===== src/rtl/dspfp_conv_pkg.sv =====
package dspfp_conv_pkg;

  localparam int WORD_W     = 32;
  localparam int EXP_W      = 8;
  localparam int MAN_W      = WORD_W - EXP_W;
  localparam int WIDE_PAD   = WORD_W - MAN_W;
  localparam int IEEE_EXP_W = 8;
  localparam int FRAC_W     = WORD_W - 1 - IEEE_EXP_W;
  localparam int IEEE_BIAS  = (1 << (IEEE_EXP_W - 1)) - 1;
  localparam int DSP_EXP_MIN = -(1 << (EXP_W - 1));
  localparam int DSP_EXP_MAX = (1 << (EXP_W - 1)) - 1;

  localparam logic [EXP_W-1:0]  EXP_ZERO_CODE = {1'b1, {(EXP_W-1){1'b0}}};
  localparam logic [EXP_W-1:0]  EXP_SAT_CODE  = {1'b0, {(EXP_W-1){1'b1}}};
  localparam logic [WORD_W-1:0] SIGN_BIT      = {1'b1, {(WORD_W-1){1'b0}}};
  localparam logic [WORD_W-1:0] ZERO_WORD     = {EXP_ZERO_CODE, {MAN_W{1'b0}}};

  typedef struct packed {
    logic [EXP_W-1:0] exp;
    logic [MAN_W-1:0] man;
  } dsp_word_t;

  typedef struct packed {
    logic                  sign;
    logic [IEEE_EXP_W-1:0] exp;
    logic [FRAC_W-1:0]     frac;
  } ieee_word_t;

  typedef enum logic [1:0] {
    D2I_ZERO,
    D2I_POS,
    D2I_NEG
  } d2i_kind_e;

  typedef enum logic [2:0] {
    I2D_ZERO,
    I2D_SAT_POS,
    I2D_SAT_NEG,
    I2D_POS,
    I2D_NEG_FRAC,
    I2D_NEG_POW2
  } i2d_kind_e;

endpackage


===== src/rtl/dspfp_rst_sync.sv =====
module dspfp_rst_sync (
  input  logic clk,
  input  logic rst_n,
  output logic rst_sync_n
);

  logic [1:0] stage_q;
  logic [1:0] stage_d;

  always_comb begin
    stage_d = {stage_q[0], 1'b1};
  end

  always_ff @(posedge clk or negedge rst_n) begin
    if (!rst_n) begin
      stage_q <= 2'b00;
    end else begin
      stage_q <= stage_d;
    end
  end

  assign rst_sync_n = stage_q[1];

endmodule


===== src/rtl/dspfp_to_ieee.sv =====
module dspfp_to_ieee
  import dspfp_conv_pkg::*;
(
  input  dsp_word_t          dsp_i,
  output logic [WORD_W-1:0]  ieee_o
);

  logic [WORD_W-1:0] wide_man;
  logic [WORD_W-1:0] neg_man;
  logic [MAN_W-1:0]  neg_frac;
  logic [WORD_W-1:0] exp_ext;
  logic [WORD_W-1:0] bias_sum;
  logic [WORD_W-1:0] exp_field;
  d2i_kind_e         kind;

  // Widened mantissa, its negation and the rebiased exponent field.
  always_comb begin
    wide_man  = {dsp_i.man, {WIDE_PAD{1'b0}}};
    neg_man   = (~wide_man) + WORD_W'(1);
    neg_frac  = neg_man[WORD_W-1:WIDE_PAD];
    exp_ext   = {{(WORD_W-EXP_W){dsp_i.exp[EXP_W-1]}}, dsp_i.exp};
    bias_sum  = exp_ext + WORD_W'(IEEE_BIAS);
    exp_field = bias_sum << FRAC_W;
  end

  // Classify the input word.
  always_comb begin
    if ((dsp_i.exp == EXP_ZERO_CODE) && (wide_man == '0)) begin
      kind = D2I_ZERO;
    end else if (dsp_i.man[MAN_W-1]) begin
      kind = D2I_NEG;
    end else begin
      kind = D2I_POS;
    end
  end

  // Assemble the IEEE single.
  always_comb begin
    unique case (kind)
      D2I_ZERO: ieee_o = '0;
      D2I_POS:  ieee_o = exp_field + {{(WORD_W-MAN_W){1'b0}}, dsp_i.man};
      D2I_NEG:  ieee_o = SIGN_BIT + exp_field + {{(WORD_W-MAN_W){1'b0}}, neg_frac};
      default:  ieee_o = '0;
    endcase
  end

endmodule


===== src/rtl/ieee_to_dspfp.sv =====
module ieee_to_dspfp
  import dspfp_conv_pkg::*;
(
  input  ieee_word_t         ieee_i,
  output logic [WORD_W-1:0]  dsp_o
);

  localparam int UNB_W = IEEE_EXP_W + 2;
  localparam logic signed [UNB_W-1:0] UNB_MIN  = UNB_W'(DSP_EXP_MIN);
  localparam logic signed [UNB_W-1:0] UNB_MAX  = UNB_W'(DSP_EXP_MAX);
  localparam logic signed [UNB_W-1:0] UNB_BIAS = UNB_W'(IEEE_BIAS);
  localparam logic [IEEE_EXP_W-1:0]   E_SPECIAL = {IEEE_EXP_W{1'b1}};
  localparam logic [WORD_W-1:0] SAT_POS_MAN = {1'b0, {(WORD_W-1){1'b1}}};
  localparam logic [WORD_W-1:0] SAT_NEG_MAN = {1'b1, {(WORD_W-2){1'b0}}, 1'b1};

  logic signed [UNB_W-1:0] unb;
  logic [WORD_W-1:0]       wide_man;
  logic [WORD_W-1:0]       neg_man;
  logic [EXP_W-1:0]        exp_plain;
  logic [EXP_W-1:0]        exp_dec;
  i2d_kind_e               kind;
  logic [EXP_W-1:0]        exp_out;
  logic [WORD_W-1:0]       man_out;

  // Unbiased exponent and widened fraction.
  always_comb begin
    unb       = signed'({2'b00, ieee_i.exp}) - UNB_BIAS;
    wide_man  = {1'b0, ieee_i.frac, {WIDE_PAD{1'b0}}};
    neg_man   = (~wide_man) + WORD_W'(1);
    exp_plain = unb[EXP_W-1:0];
    exp_dec   = exp_plain - EXP_W'(1);
  end

  // Classify the input value.
  always_comb begin
    if ((ieee_i.exp == '0) || (unb < UNB_MIN)) begin
      kind = I2D_ZERO;
    end else if ((ieee_i.exp == E_SPECIAL) || (unb > UNB_MAX)) begin
      kind = ieee_i.sign ? I2D_SAT_NEG : I2D_SAT_POS;
    end else if (!ieee_i.sign) begin
      kind = I2D_POS;
    end else if (ieee_i.frac != '0) begin
      kind = I2D_NEG_FRAC;
    end else begin
      kind = I2D_NEG_POW2;
    end
  end

  // Select exponent and widened mantissa per class.
  always_comb begin
    unique case (kind)
      I2D_ZERO: begin
        exp_out = EXP_ZERO_CODE;
        man_out = '0;
      end
      I2D_SAT_POS: begin
        exp_out = EXP_SAT_CODE;
        man_out = SAT_POS_MAN;
      end
      I2D_SAT_NEG: begin
        exp_out = EXP_SAT_CODE;
        man_out = SAT_NEG_MAN;
      end
      I2D_POS: begin
        exp_out = exp_plain;
        man_out = wide_man;
      end
      I2D_NEG_FRAC: begin
        exp_out = exp_plain;
        man_out = SIGN_BIT | neg_man;
      end
      I2D_NEG_POW2: begin
        exp_out = exp_dec;
        man_out = SIGN_BIT;
      end
      default: begin
        exp_out = EXP_ZERO_CODE;
        man_out = '0;
      end
    endcase
  end

  assign dsp_o = {exp_out, man_out[WORD_W-1:WIDE_PAD]};

endmodule


===== src/rtl/dspfp_out_stage.sv =====
module dspfp_out_stage #(
  parameter int W       = 32,
  parameter int REG_OUT = 1
) (
  input  logic         clk,
  input  logic         rst_n,
  input  logic         vld_i,
  input  logic [W-1:0] data_i,
  output logic         vld_o,
  output logic [W-1:0] data_o
);

  generate
    if (REG_OUT != 0) begin : g_reg
      logic         vld_q;
      logic         vld_d;
      logic [W-1:0] data_q;
      logic [W-1:0] data_d;

      always_comb begin
        vld_d  = vld_i;
        data_d = data_q;
        if (vld_i) begin
          data_d = data_i;
        end
      end

      always_ff @(posedge clk or negedge rst_n) begin
        if (!rst_n) begin
          vld_q  <= 1'b0;
          data_q <= '0;
        end else begin
          vld_q  <= vld_d;
          data_q <= data_d;
        end
      end

      assign vld_o  = vld_q;
      assign data_o = data_q;
    end else begin : g_pass
      assign vld_o  = vld_i;
      assign data_o = data_i;
    end
  endgenerate

endmodule


===== src/rtl/dspfp_ieee_conv.sv =====
module dspfp_ieee_conv
  import dspfp_conv_pkg::*;
#(
  parameter int REG_OUT = 1
) (
  input  logic              clk,
  input  logic              rst_n,
  input  logic              d2i_vld_i,
  input  logic [WORD_W-1:0] d2i_dsp_i,
  output logic              d2i_vld_o,
  output logic [WORD_W-1:0] d2i_ieee_o,
  input  logic              i2d_vld_i,
  input  logic [WORD_W-1:0] i2d_ieee_i,
  output logic              i2d_vld_o,
  output logic [WORD_W-1:0] i2d_dsp_o
);

  logic              rst_sync_n;
  dsp_word_t         d2i_word;
  ieee_word_t        i2d_word;
  logic [WORD_W-1:0] d2i_comb;
  logic [WORD_W-1:0] i2d_comb;

  assign d2i_word = dsp_word_t'(d2i_dsp_i);
  assign i2d_word = ieee_word_t'(i2d_ieee_i);

  dspfp_rst_sync u_rst_sync (
    .clk        (clk),
    .rst_n      (rst_n),
    .rst_sync_n (rst_sync_n)
  );

  dspfp_to_ieee u_d2i (
    .dsp_i  (d2i_word),
    .ieee_o (d2i_comb)
  );

  ieee_to_dspfp u_i2d (
    .ieee_i (i2d_word),
    .dsp_o  (i2d_comb)
  );

  dspfp_out_stage #(.W(WORD_W), .REG_OUT(REG_OUT)) u_d2i_out (
    .clk    (clk),
    .rst_n  (rst_sync_n),
    .vld_i  (d2i_vld_i),
    .data_i (d2i_comb),
    .vld_o  (d2i_vld_o),
    .data_o (d2i_ieee_o)
  );

  dspfp_out_stage #(.W(WORD_W), .REG_OUT(REG_OUT)) u_i2d_out (
    .clk    (clk),
    .rst_n  (rst_sync_n),
    .vld_i  (i2d_vld_i),
    .data_i (i2d_comb),
    .vld_o  (i2d_vld_o),
    .data_o (i2d_dsp_o)
  );

endmodule


===== config.mk =====
export PLATFORM = sky130hd
export DESIGN_NAME = dspfp_ieee_conv
export DESIGN_NICKNAME = d
export VERILOG_FILES = /design/src/rtl/dspfp_conv_pkg.sv /design/src/rtl/dspfp_rst_sync.sv /design/src/rtl/dspfp_to_ieee.sv /design/src/rtl/ieee_to_dspfp.sv /design/src/rtl/dspfp_out_stage.sv /design/src/rtl/dspfp_ieee_conv.sv
export SDC_FILE = /design/constraint.sdc
export NUM_CORES = 1
export LEC_CHECK = 0
export CAP_MARGIN = 20
export CORE_MARGIN = 1
export CORE_UTILIZATION = 45
export DETAILED_ROUTE_END_ITERATION = 8
export GPL_TIMING_DRIVEN = 0
export PLACE_DENSITY = 0.78
export SYNTH_ARGS = -nofsm -noshare
export SYNTH_HDL_FRONTEND = slang
export SYNTH_SLANG_ARGS = --single-unit

===== constraint.sdc =====
create_clock -name clk -period 2.7 [get_ports clk]
set_input_delay 0.54 -clock clk [delete_from_list [all_inputs] [get_ports clk]]
set_output_delay 0.54 -clock clk [all_outputs]
set_load 0.1 [all_outputs]

==> out/metrics.yaml, run 1 <==
status: "finished with violations"
violations: "negative setup slack"
syn_nets: 655
skew_ns: 0.00741
postCtsHoldBufs: 0
power_mw: 3.98
yosys-top-cells-area: "dfrtp_1 (36%), a21oi_1 (6.2%), xor2_1 (5.9%), nor2_1 (5.4%), nand2_1 (3.3%)"
antenna_found_initial: 0
min_period_ns: 2.99
slew_viol_final: 0
diodes: 0
numCtsBuffers: 9
worst_slew_margin_rel_pct: 31.5
synth_top_family_by_area: "compound AO/OA/AOI/OAI gates"
drive_gt1_share_pct: 27.3
tns_ns: -4.73
worstPathRequired_ns: 2.95
synth_compound_area_share_pct: 24.7
post-route-util_pct: 75.0
rows: 37
critical_path_class: "in -> reg"
fin_crit_sh_pct: 111
drt-pass1-iter-count: 7
grt_usage_pct: 30.0
synth_flop_cell: "dfrtp_1"
holdCritPathClass: "in -> async"
cts_tree: "built"
h-tree-depth: 3
syn_to_final_growth_pct: 62.8
die_area_mm2: 0.0109
maxCapViolCount: 0
rsz0062_at_grt: "true"
drc: 0
cts.path.max_buffers: 2
finalWirelength_um: 17800
die_h_um: 105
power.density_mw_per_mm2: 517
grt_pass1_wl_um: 26300
place_hpwl_um: 11000
io_buffers: 129
die_w_um: 105
syn-cell-area_mm2: 0.00473
fin_ws_ns: -0.286
irDropWorstVdd_uv: 344
grt_max_degree: 67
path_buf_inv: 3
avgSynthCellArea_um2: 8.20
crit_chain: "buf_6 -> or4_4 -> or4_4 -> nand2b_4 -> nand2b_4 -> nor2_4 -> xnor2_2 -> ha_2 -> ha_4 -> buf_4 -> buf_6 -> xor2_2 -> a221oi_2 -> nor2_1"
worstPathArrival_ns: 3.24
crit_slowest_cell: "or4_4"
synth_adder_area_share_pct: 2.64
worst_pin_slew_ns: 1.02
synthXorXnorAreaFrac_pct: 9.07
core_area_mm2: 0.0103
synth_seq_area_share_pct: 36.0
cp-end-kind: "flip-flop"
num_vias: 5572
synth_mux_area_share_pct: 0.423
cpLargestDelayFamily: "simple AND/OR/NAND/NOR gates"
power.leakage_nw: 3.14
synth_largest_area_cell: "dfrtp_1"
clkLatencyLatePin_ns: 0.36
path_clk_slew_ns: 0.09
synth.ff_latch_count: 68
drt_iter0_drc: 353
max_stage_delay_ns: 0.54
initial_core_util_pct: 46.1
yosys_warnings: 0
pre_cts_ws_ns: -1.49
worst-path-max-fanout: 2
synthCells: 577
finalNetCount: 843
yosys-top-cells-count: "dfrtp_1 (68), nor2_1 (68), a21oi_1 (59)"
avgRoutedWirePerCell_um: 19.6
synth_top_cell_area_share_pct: 36.0
cp-start-kind: "input pin"
cts_sinks: 68
grt_pass1_vias: 5348
hold_viol_final: 0
synth_edf_count: 0
max_freq_ghz: 0.335
final_antenna_net_count: 0
ioPinCount: 134
synthDistinctLibCells: 53
synth-simple-area-share_pct: 22.2
async_flop_share_pct: 100
setup_viol: 37
grt.overflow.total: 0
via_per_inst: 6.15
place.gp.congestion: 0.918
clockRootBuffer: "clkbuf_8"
## through the flow
stage,cell area [um2],hold slack [ns],cells
final,7700,0.328,906
after global routing,7700,0.326,906
after CTS,7220,0.334,892
after detailed placement,6380,0.340,842
after global placement,6380,0.336,842
after floorplan,4920,0.244,577
## registers in the layout (all words and copies together), names as in the netlist
name                count
u_i2d_out.data_o       32
u_i2d_out.vld_o         1
u_rst_sync.stage_q      2
u_d2i_out.vld_o         1
u_d2i_out.data_o       32
## kinds of logic after synthesis
logic type | Yosys count
AO/OA/AOI/OAI | 172
XOR/XNOR | 49
adder cells (fa/ha/maj) | 10
buffers and inverters | 61
flip-flops | 68
multiplexers | 2
other | 1
AND/OR/NAND/NOR | 214
## timing repair
item                                    4_1_cts  5_1_grt
pin swaps                                    45       45
gates cloned                                  2        2
setup buffers                                33       14
gates resized for setup                     171       90
endpoints found under the setup margin       45       43
## area by class of cell
type                            instances  area, um2
Buffer                                 32        238
Clock inverter                          7       81.3
Multi-Input combinational cell        448       3510
Timing Repair Buffer                  179       1750
Inverter                               27        126
Sequential cell                        68       1710
Fill cell                             728       2570
Clock buffer                            9        124
Tap cell                              136        170
## report_power, final
group / internal [mW] / total [mW] / switching (mW)
Clock: 0.440 / 0.934 / 0.493
Sequential: 1.13 / 1.22 / 0.0919
Combinational: 0.534 / 1.83 / 1.29
Total: 2.10 / 3.98 / 1.88
## cell usage in the layout (no fill, tap or decap), types with 14 or more instances in the layout
master / count
clkbuf_1: 20
dfrtp_1: 67
buf_6: 22
nor2_1: 61
nand2_1: 34
xnor2_1: 15
inv_1: 25
nor3_1: 16
buf_4: 29
a21oi_1: 44
nand3_1: 18
clkdlybuf4s50_1: 99
xor2_1: 30
a21oi_2: 14
## metal layers
layer | track usage, % | wire length (um) | vias to the layer above
met2 | 50.9 | 8580 | 341
met3 | 7.30 | 1790 | 57
met1 | 37.1 | 6870 | 2686
met4 | 10.4 | 540 | 0
met5 | 0 | 0 | -
li1 | - | - | 2488
## worst paths after layout
kind,end,startpoint,cells past startpoint,slack [ns]
max reg2reg,u_d2i_out.data_o[30],u_rst_sync.stage_q[1],0,1.65
max in group asynchronous,u_d2i_out.data_o[30],u_rst_sync.stage_q[1],0,1.65
min in group clk,u_rst_sync.stage_q[1],u_rst_sync.stage_q[0],0,0.37
min reg2reg,u_rst_sync.stage_q[1],u_rst_sync.stage_q[0],0,0.37
max,u_d2i_out.data_o[25],d2i_dsp_i[4],14,-0.29
min,u_rst_sync.stage_q[0],rst_n,1,0.33
Power figures use the tool's default switching activity.
==> run 2, diff against run 1 <==
--- a/config.mk
+++ b/config.mk
@@ -7,10 +7,10 @@
 export LEC_CHECK = 0
 export CAP_MARGIN = 20
 export CORE_MARGIN = 1
-export CORE_UTILIZATION = 45
+export CORE_UTILIZATION = 50
 export DETAILED_ROUTE_END_ITERATION = 8
 export GPL_TIMING_DRIVEN = 0
-export PLACE_DENSITY = 0.78
+export PLACE_DENSITY = 0.85
 export SYNTH_ARGS = -nofsm -noshare
 export SYNTH_HDL_FRONTEND = slang
 export SYNTH_SLANG_ARGS = --single-unit
==> constraint.sdc (replaced) <==
create_clock -name clk -period 3.7 [get_ports clk]
set_input_delay 0.74 -clock clk [delete_from_list [all_inputs] [get_ports clk]]
set_output_delay 0.74 -clock clk [all_outputs]
set_load 0.1 [all_outputs]
==> run 2 against run 1 <==
Net effect: the flow now finishes without violations; final area shrank 13%; clock-buffer cell count grew 2; via count shrank 8.4%; largest cell class unchanged; clock power shrank 33%; worst hold slack gained 0.027 ns; sequential power shrank 28%; core utilization shrank 2.5 points; clock skew shrank 0.00061 ns; largest power group unchanged.
==> out/metrics.yaml, run 2 (synthesis gave the netlist of run 1 again) <==
status: "finished, final reports clean"
power.density_mw_per_mm2: 406
core_area_mm2: 0.00920
irDropWorstVdd_uv: 254
fin_crit_sh_pct: 98.4
r2r_slack_ns: 2.70
hold_viol_final: 0
worstPathArrival_ns: 3.92
worst-path-max-fanout: 7
crit_top_cell: "or4_1"
crit_slowest_cell: "or4_1"
pre_cts_ws_ns: -0.875
critical_path_class: "in -> reg"
cp.depth: 9
place_hpwl_um: 10500
cts.path.max_buffers: 2
via_per_inst: 6.05
setup_viol: 0
final_cell_mix: "clkdlybuf4s50_1 (124), dfrtp_1 (67), nor2_1 (65)"
io_buffers: 129
die_area_mm2: 0.00986
whs_ns: 0.355
ioPinCount: 134
power.leakage_nw: 2.73
r2r_cells: 0
rsz0062_at_grt: "true"
cts_tree: "built"
path_buf_inv: 3
initial_core_util_pct: 51.5
grt_pass1_wl_um: 23200
drt-pass1-iter-count: 5
drc: 0
cpLargestDelayFamily: "simple AND/OR/NAND/NOR gates"
startpoint: "i2d_ieee_i[6]"
rows: 35
skew_ns: 0.00680
min_from: "u_rst_sync.stage_q[0]"
finalWirelength_um: 14400
worst_slew_margin_rel_pct: 30.8
finalNetCount: 805
place.gp.congestion: 0.967
worstPathRequired_ns: 3.98
fin_ws_ns: 0.0610
drive_gt1_share_pct: 9.56
path_clk_slew_ns: 0.08
maxCapViolCount: 0
drt_iter0_drc: 203
grt_usage_pct: 29.6
cp-start-kind: "input pin"
clockRootBuffer: "clkbuf_8"
holdCritPathClass: "reg -> reg"
worst_pin_slew_ns: 1.03
final_antenna_net_count: 0
grt.overflow.total: 0
layout_commonest_cell: "clkdlybuf4s50_1"
diodes: 0
avgRoutedWirePerCell_um: 17.1
clkLatencyLatePin_ns: 0.35
reg2reg_from: "u_rst_sync.stage_q[1]"
antenna_found_initial: 0
grt_pass1_vias: 4840
max_freq_ghz: 0.275
die_h_um: 99.3
slew_viol_final: 0
h-tree-depth: 3
min_period_ns: 3.64
numCtsBuffers: 9
num_vias: 5102
endpoint: "u_i2d_out.data_o[17]"
grt_max_degree: 67
die_w_um: 99.3
cts_sinks: 68
syn_to_final_growth_pct: 40.9
r2r-end: "u_i2d_out.data_o[26]"
crit_chain: "clkdlybuf4s50_1 -> or4_1 -> or4_4 -> o41ai_4 -> buf_6 -> o2111ai_1 -> buf_4 -> or4_1 -> nand3_1"
max_stage_delay_ns: 0.62
cp-end-kind: "flip-flop"
## run 2: cell count changes in the layout (fill, tap and decap cells not counted), moves of 9 or more
| cell | delta |
|---|---|
| o21ai_0 | +11 |
| a21oi_2 | -13 |
| buf_4 | -16 |
| dlygate4sd2_1 | -9 |
| a21oi_1 | +14 |
| clkdlybuf4s50_1 | +25 |
| buf_6 | -20 |
| o21ai_1 | -9 |
## run 2: worst min path at each step
stage | to | slack [ns] | cells after the start
after floorplan | u_rst_sync.stage_q[1] | 0.33 | 0
after global placement | u_rst_sync.stage_q[1] | 0.34 | 0
after detailed placement | u_rst_sync.stage_q[1] | 0.34 | 0
after CTS | u_rst_sync.stage_q[1] | 0.36 | 0
after global routing | u_rst_sync.stage_q[1] | 0.36 | 0
final | u_rst_sync.stage_q[1] | 0.35 | 0
## run 2: area by class of cell
cell class              instances  area (um2)
multi-input cells             448        2970
fillers                       719        2530
flip-flops and latches         68        1710
repair buffers                140        1390
plain buffers                  33         163
clock buffers                  11         141
well taps                     111         139
inverters                      27         101
clock inverters                 5        61.3
## run 2: through the flow
step	utilization (%)	cell area [um2]	instances	setup TNS, ns	power (mW)
after global placement	67.0	6160	817	-24.18	2.05
final	72.5	6670	843	0	2.71
after detailed placement	67.1	6170	817	-26.06	2.06
after floorplan	-	4730	577	0	1.72
after CTS	70.7	6510	837	-0.0155	2.71
after global routing	72.5	6670	843	-0.0763	2.82
## run 2: power breakdown
part / internal [mW] / total (mW) / switching [mW]
registers: 0.823 / 0.884 / 0.0608
logic: 0.326 / 1.20 / 0.871
clock network: 0.331 / 0.628 / 0.297
## run 2: layer usage
layer,part of all wire (%),track usage (%)
met5,0,0
met1,39,35.8
met2,49,50.6
met3,10,8.78
met4,1.7,9.50
## run 2: what timing repair did
action                                  4_1_cts  5_1_grt
gates resized for setup                      32       26
cloned                                        0        0
endpoints found under the setup margin       36       37
hold endpoints to repair                      0        0
hold buffers                                  0        0
setup buffers                                 5        6
pin swaps                                     2        5
